--- src/rtl/shed_pkg.sv ---
package shed_pkg;
    typedef enum logic {
        ST_IDLE = 1'b0,
        ST_BUSY = 1'b1
    } shed_st_e;
endpackage

--- src/rtl/shed_edge_sync.sv ---
module shed_edge_sync #(
    parameter int STAGES = 2
) (
    input  logic clk,
    input  logic rst_n,
    input  logic req_n,
    output logic fall
);
    logic [STAGES-1:0] sync_d, sync_q;
    logic              prev_d, prev_q;

    always_comb begin
        sync_d = {sync_q[STAGES-2:0], req_n};
        prev_d = sync_q[STAGES-1];
    end

    always_ff @(posedge clk or negedge rst_n) begin
        if (!rst_n) begin
            sync_q <= '1;
            prev_q <= 1'b1;
        end else begin
            sync_q <= sync_d;
            prev_q <= prev_d;
        end
    end

    assign fall = prev_q & ~sync_q[STAGES-1];
endmodule

--- src/rtl/shed_gap_timer.sv ---
module shed_gap_timer #(
    parameter int GAP_CYC = 60
) (
    input  logic clk,
    input  logic rst_n,
    input  logic load,
    output logic ready
);
    localparam int GW = $clog2(GAP_CYC + 1);

    logic [GW-1:0] cnt_d, cnt_q;

    always_comb begin
        cnt_d = cnt_q;
        if (load)
            cnt_d = GW'(GAP_CYC - 1);
        else if (cnt_q != '0)
            cnt_d = cnt_q - 1'b1;
    end

    always_ff @(posedge clk or negedge rst_n) begin
        if (!rst_n) cnt_q <= '0;
        else        cnt_q <= cnt_d;
    end

    assign ready = (cnt_q == '0);

    // spacing: a new slot is only taken once the previous gap has run out
    p_reload_r3: assert property (@(posedge clk) disable iff (!rst_n)
        load |-> ready);
endmodule

--- src/rtl/shed_lowest_pick.sv ---
module shed_lowest_pick #(
    parameter int N = 4
) (
    input  logic [N-1:0] req,
    output logic [N-1:0] grant,
    output logic [N-1:0] at_or_below
);
    always_comb begin
        logic found;
        found       = 1'b0;
        grant       = '0;
        at_or_below = '0;
        for (int i = 0; i < N; i++) begin
            at_or_below[i] = !found;
            if (req[i] && !found) begin
                grant[i] = 1'b1;
                found    = 1'b1;
            end
        end
    end
endmodule

--- src/rtl/shed_seq.sv ---
module shed_seq
    import shed_pkg::*;
#(
    parameter int NPORTS      = 4,
    parameter int GAP_CYC     = 60,
    parameter int LIMIT_CYC   = 650,
    parameter int SYNC_STAGES = 2
) (
    input  logic              clk,
    input  logic              rst_n,
    input  logic [NPORTS-1:0] prio_hi,
    input  logic [NPORTS-1:0] port_on,
    input  logic              shed_n,
    input  logic [NPORTS-1:0] hw_off_n,
    output logic [NPORTS-1:0] port_off,
    output logic [NPORTS-1:0] en_clr
);
    localparam int LW = $clog2(LIMIT_CYC + 1) + 1;
    localparam int SW = $clog2(GAP_CYC + 1);

    typedef struct packed {
        shed_st_e          state;
        logic [NPORTS-1:0] pending;
        logic [NPORTS-1:0] clr;
        logic [LW-1:0]     lat;
    } seq_t;

    seq_t              r_d, r_q;
    logic              fall, ready, load;
    logic [NPORTS-1:0] cand, grant, low_mask;

    shed_edge_sync #(.STAGES(SYNC_STAGES)) u_sync (
        .clk(clk), .rst_n(rst_n), .req_n(shed_n), .fall(fall)
    );

    shed_gap_timer #(.GAP_CYC(GAP_CYC)) u_gap (
        .clk(clk), .rst_n(rst_n), .load(load), .ready(ready)
    );

    assign cand = r_q.pending & port_on;

    shed_lowest_pick #(.N(NPORTS)) u_pick (
        .req(cand), .grant(grant), .at_or_below(low_mask)
    );

    always_comb begin
        r_d     = r_q;
        r_d.clr = '0;
        load    = 1'b0;
        unique case (r_q.state)
            ST_IDLE: begin
                r_d.lat = '0;
                if (fall) begin
                    r_d.state   = ST_BUSY;
                    r_d.pending = ~prio_hi;
                end
            end
            ST_BUSY: begin
                if (r_q.lat != '1) r_d.lat = r_q.lat + 1'b1;
                if (cand == '0) begin
                    r_d.state   = ST_IDLE;
                    r_d.pending = '0;
                end else if (ready) begin
                    r_d.clr     = grant;
                    r_d.pending = r_q.pending & ~low_mask;
                    load        = 1'b1;
                end
            end
            default: r_d.state = ST_IDLE;
        endcase
    end

    always_ff @(posedge clk or negedge rst_n) begin
        if (!rst_n) begin
            r_q.state   <= ST_IDLE;
            r_q.pending <= '0;
            r_q.clr     <= '0;
            r_q.lat     <= '0;
        end else begin
            r_q <= r_d;
        end
    end

    assign en_clr   = r_q.clr;
    assign port_off = r_q.clr | ~hw_off_n;

    // cycles since the last shed pulse, saturating (assertion support)
    logic [SW-1:0] since_q;
    always_ff @(posedge clk or negedge rst_n) begin
        if (!rst_n)                  since_q <= SW'(GAP_CYC);
        else if (|en_clr)            since_q <= '0;
        else if (since_q != SW'(GAP_CYC)) since_q <= since_q + 1'b1;
    end

    p_gap_r3: assert property (@(posedge clk) disable iff (!rst_n)
        (|en_clr) |-> (since_q >= SW'(GAP_CYC - 1)));

    p_lowprio_r2: assert property (@(posedge clk) disable iff (!rst_n)
        (|en_clr) |-> ((en_clr & $past(r_q.pending)) == en_clr));

    p_order_r4: assert property (@(posedge clk) disable iff (!rst_n)
        (|en_clr) |-> ((r_q.pending & (en_clr | (en_clr - 1'b1))) == '0));

    p_latency_r6: assert property (@(posedge clk) disable iff (!rst_n)
        (r_q.state == ST_BUSY) |-> (r_q.lat <= LW'(LIMIT_CYC)));

    p_onehot_r7: assert property (@(posedge clk) disable iff (!rst_n)
        $onehot0(en_clr));

    p_start_r10: assert property (@(posedge clk) disable iff (!rst_n)
        $rose(r_q.state == ST_BUSY) |-> $past(fall));
endmodule

--- config.mk ---
export PLATFORM = sky130hd
export DESIGN_NAME = shed_seq
export DESIGN_NICKNAME = d
export VERILOG_FILES = /design/src/rtl/shed_pkg.sv /design/src/rtl/shed_edge_sync.sv /design/src/rtl/shed_gap_timer.sv /design/src/rtl/shed_lowest_pick.sv /design/src/rtl/shed_seq.sv
export SDC_FILE = /design/constraint.sdc
export NUM_CORES = 1
export LEC_CHECK = 0
export ABC_CLOCK_PERIOD_IN_PS = 2500
export BUFFER_PORTS_ARGS = -buffer_cell sky130_fd_sc_hd__buf_2
export CORE_UTILIZATION = 49
export CTS_CLUSTER_SIZE = 16
export DETAILED_ROUTE_END_ITERATION = 7
export GPL_TIMING_DRIVEN = 0
export PLACE_DENSITY = 0.76
export SETUP_SLACK_MARGIN = 0.2
export SKIP_CTS_REPAIR_TIMING = 1
export SLEW_MARGIN = 20
export SYNTH_ARGS = -nofsm -noshare
export SYNTH_HDL_FRONTEND = slang
export SYNTH_SLANG_ARGS = --single-unit
--- constraint.sdc ---
create_clock -name clk -period 2.5 [get_ports clk]
set_clock_uncertainty 0.15 [all_clocks]
set_input_delay 0.5 -clock clk [delete_from_list [all_inputs] [get_ports clk]]
set_output_delay 0.5 -clock clk [all_outputs]
set_load 0.005 [all_outputs]
* After elaboration in Yosys (flattened, before gate mapping)
Cells that the tools add are included.
** Storage, ports and cells
- Logic and storage cells :: 47
- Input bits :: 15
- Register bits after elaboration :: 18
- Output and inout port bits :: 8
** Cells by class
- Equal/unequal tests :: 2
- Reductions and logical operators :: 11
- $add $sub $neg :: 1
- Mux-type cells :: 18
- Bitwise gates (word level) :: 9
** Operators by type and width (count)
- $mux W4 :: 3
- $mux W6 :: 2
- $not A4 Y4 :: 3
- $mux W1 :: 10
- $pmux W5 S2 :: 1
- $and A4 B4 Y4 :: 2
- $mux W8 :: 1
- $logic_not A6 Y1 :: 1
- $reduce_bool A6 Y1 :: 1
- $sub A6 B1 Y6 const B :: 1
- $mux W5 :: 1
- $logic_not A4 Y1 :: 1
- $or A4 B4 Y4 :: 1
- $logic_and A1 B1 Y1 :: 3
- $logic_not A1 Y1 :: 3
- $ne A3 B1 Y1 const B :: 1
- $ne A2 B2 Y1 const B :: 1
- $not A1 Y1 :: 2
- $reduce_and A2 Y1 :: 1
- $reduce_bool A2 Y1 :: 1
- $and A1 B1 Y1 :: 1

* Logic depth before layout (Yosys ltp)
- Word-level depth :: 14
- Depth in mapped cells :: 5
- Gate-level depth less buffers :: 5

* By module
Synthesis repeated with hierarchy kept, for this count alone.
** Unflattened totals
- Cells, all modules :: 103
- Area, all modules :: 975.9 sq um
** By module, submodules not included
- shed_seq :: sequential area each 225.2 sq um, area an instance 496.7 sq um, times used 1, cells an instance 56
- shed_gap_timer :: sequential area each 150.1 sq um, area an instance 324.1 sq um, times used 1, cells an instance 34
- shed_edge_sync :: sequential area each 78.8 sq um, area an instance 92.6 sq um, times used 1, cells an instance 4
- shed_lowest_pick :: sequential area each 0.0 sq um, area an instance 62.6 sq um, times used 1, cells an instance 9

* Least setup slack after synthesis
Ideal clock, no wire load.
- Kind :: input to register
- From :: input port port_on[2]
- To :: register r_q[16] in the netlist's numbering
- Stages :: 4
- Arrival :: 1559 ps
- Required time :: 2226 ps
- Setup slack :: 667 ps
- Buffers on the path :: 0
- Library setup time :: 124 ps
- Path through :: a222oi_1 > nand3_1 > and3_4 > a211o_1
** On the way
- Word-level cells in the longest chain between the ends :: 4
- Elaborated cells between the ends (all ways) :: 6
- Those cells by class :: eq/ne: 1; mux: 2; bitwise: 1; reduce/logical: 2
** Ends and longest elaborated chain
- from (decl) :: line shed_seq.sv:12 : input logic [NPORTS-1:0] port_on,
- $and A4 B4 Y4 (*) :: line shed_seq.sv:40 : assign cand = r_q.pending & port_on;
- $logic_not A4 Y1 (*) :: line shed_seq.sv:60 : if (cand == '0) begin
- $mux W4 / $ne A3 B1 Y1 (equally long branches)
- $pmux W5 S2 / $reduce_and A2 Y1 (equally long branches)
- to (signal assigned) :: line shed_seq.sv:80 : r_q <= r_d;
- to (decl) :: line shed_seq.sv:28 : seq_t r_d, r_q;
Every way passes the cells marked *; elsewhere a longest branch is shown, timed or not.
A chain may end at the register's enable or synchronous reset.

* Final worst setup path
- From :: register r_q[17] in the netlist's numbering
- To :: register r_q[18] in the netlist's numbering
** On the way
- Word-level cells in the longest chain between the ends :: 9
- Elaborated cells between the ends (all ways) :: 12
- Those cells by class :: eq/ne: 1; mux: 4; bitwise: 3; reduce/logical: 4
** Ends and longest elaborated chain
- $and A4 B4 Y4 (*) :: line shed_seq.sv:40
- $logic_and A1 B1 Y1 :: line shed_lowest_pick.sv:15 : if (req[i] && !found) begin
- $mux W1 :: line shed_lowest_pick.sv:15
- $logic_not A1 Y1 :: line shed_lowest_pick.sv:14 : at_or_below[i] = !found;
- $not A4 Y4 :: line shed_seq.sv:65 : r_d.pending = r_q.pending & ~low_mask;
- $and A4 B4 Y4 :: line shed_seq.sv:65
- $mux W8 :: line shed_seq.sv:63 : end else if (ready) begin
- $mux W4 :: line shed_seq.sv:60
- $pmux W5 S2 :: line shed_seq.sv:50 : unique case (r_q.state)
Every way passes the cells marked *; elsewhere a longest branch is shown, timed or not. The select of a mux whose other input is x is not followed.

==> reports/qor.yml <==
status: "completed"
maxCapViolCount: 0
cp_num_buf_inv: 0
ys_seq_area_frac: 0.552
grt_pass1_vias: 658
synth_seq_cells: 18
antenna_found_initial: 0
critPathMaxStageDelay_ps: 630
vias_per_cell: 5.60
cts_root_buf: "clkbuf_4"
tritoncts: "done"
synth_area_sq_um: 823
final_common_cell: "buf_2"
total_power_uw: 657
synth_fp_nets: 97
layout_common_cells: "22 x buf_2, 15 x dfrtp_1, 12 x nand2_1, 7 x nor2_1"
row_count: 14
post-route-util: 0.649
numCtsBuffers: 3
first_iter_violations: 12
synth.area.top_cells: "dfrtp_1 46%, dfstp_2 9.6%, nand2_1 5.5%"
portBuffers: 22
hold_violations: 0
setup_viol: 0
synth_area_per_cell_sq_um: 10.2
cp-end-kind: "register"
criticalPathCategory: "register to register"
layout-drive-gt1-share: 0.333
fill_cells: 132
coreArea_sq_um: 1540
setup_tns_ps: 0
die_h_um: 43.0
cp_top_family: "compound AO/OA/AOI/OAI gates"
cp_slowest_cell: "a222oi_1"
routabilityCongestion: 0.722
period_share: 0.781
num_vias: 694
path_clk_slew_ps: 100
tightest_slew_ps: 644
fin_nets: 125
grt_first_pass_wirelength_um: 2620
drtAntennaViolNets: 0
ys_types: 27
powerDensity_nw_per_um2: 657
hpwl_um: 1110
die_area_sq_um: 1850
p_leak_nw: 0.522
slew_headroom: 0.570
avgRoutedWirePerCell_um: 12.1
ir_drop_mv: 0.412
max_freq_ghz: 0.512
drc_errors: 0
diodes: 0
yosysWarningCount: 0
netlist.area_leader.share: 0.456
numClockSinks: 18
initial_core_util: 0.534
rsz0062_at_grt: "no"
chipWidth_um: 43.0
min_period_ps: 1950
num_io_pins: 23
dr.pass1.iters: 4
path_cells: "a222oi_1, nand3_1, and3_4, a211o_1"
grt_max_degree: 19
wl_um: 1500
finalMaxSlewViolations: 0
worstSkewPairLatency_ps: 290
gr-usage-all-layers: 0.195
cp.arrival_ps: 1990
synth_top_cell_by_area: "dfrtp_1"
hold_path_class: "primary input to register"
cp-start-kind: "register"
cts_buffer_depth: 2
grt.overflow.total: 0
critPathRequiredTime_ps: 2540
htreeDepth: 1
synth_cells: 81
cp_max_fo: 5
syn_to_final_growth_pct: 21.4
-- through the flow --
step	cell area [sq um]	hold slack, ps	worst slack (ps)	instances
after global placement	953	198	408	119
after global routing	1000	121	410	124
after floorplan	823	54.4	667	81
final	1000	145	548	124
after detailed placement	953	200	397	119
after CTS	990	-23.1	561	123
-- power by group --
group	switching [mW]	total (mW)	internal, mW	leakage (nW)
combinational	0.0608	0.125	0.0637	0.280
clock	0.0894	0.178	0.0887	0.0210
sequential	0.0308	0.354	0.323	0.221
-- worst reg2reg max path: stages, from the launching register on --
cell and delay, ps:
dfrtp_1 420, a222oi_1 630, nand3_1 150, and3_4 220, a211o_1 280
-- per-layer routing --
metal  vias to the layer above  track usage  share of wire
li1                        338            -              -
met1                       329        0.238           0.45
met2                        25        0.318           0.49
met3                         2       0.0681          0.054
met4                         0       0.0727         0.0067
met5                         -            0              0
-- flip-flops by register name (all words and copies together) (netlist names) --
name,flops
u_gap.cnt_q,6
r_q,5
en_clr,4
u_sync.sync_q,2
u_sync.prev_q,1
-- cell usage after synthesis --
cell type,number
dfrtp_1,15
nand2_1,12
nor2_1,7
nand2b_1,5
nor3_1,5
buf_4,4
nand3_1,4
dfstp_2,3
inv_1,3
a211o_1,2
a21oi_1,2
mux2i_1,2
nand4_1,2
nor3b_1,2
a21boi_0,1
a21o_2,1
a222oi_1,1
a22o_1,1
and3_4,1
clkbuf_1,1
ha_1,1
o21ai_0,1
o21bai_1,1
o22ai_1,1
o2bb2ai_1,1
or3_1,1
or3b_2,1
-- kinds of logic (layout without fill, tap and decap cells) --
logic type	count (synthesis)	count (layout)	share of synthesized area
AO/OA/AOI/OAI	12	12	0.109
buffers and inverters	8	35	0.0547
flip-flops	18	18	0.552
AND/OR/NAND/NOR	40	40	0.245
multiplexers	2	2	0.0243
adder cells (fa/ha/maj)	1	1	0.0152
-- worst paths after layout --
check,start,to,slack (ps),depth (start not counted)
min in group asynchronous,rst_n,u_gap.cnt_q[3]$_DFFE_PN0P_,490,2
worst min-delay path,shed_n,u_sync.sync_q[0]$_DFF_PN1_,150,1
worst max register to register,r_q[17]$_DFFE_PN0P_,r_q[18]$_DFFE_PN0P_,550,4
max in group asynchronous,rst_n,u_sync.sync_q[1]$_DFF_PN1_,1390,2
worst min register to register,u_sync.sync_q[0]$_DFF_PN1_,u_sync.sync_q[1]$_DFF_PN1_,210,0
worst max-delay path,r_q[17]$_DFFE_PN0P_,r_q[18]$_DFFE_PN0P_,550,4
-- cell type report --
| cell class | count | area (sq um) | area share |
|---|---|---|---|
| Buffer | 5 | 33.8 | 0.0338 |
| Clock buffer | 4 | 36.3 | 0.0363 |
| Inverter | 3 | 11.3 | 0.0113 |
| Multi-Input combinational cell | 55 | 324 | 0.324 |
| Sequential cell | 18 | 454 | 0.454 |
| Tap cell | 16 | 20.0 | 0.0200 |
| Timing Repair Buffer | 23 | 120 | 0.120 |
Note: power is estimated with default switching activity, not from simulation.
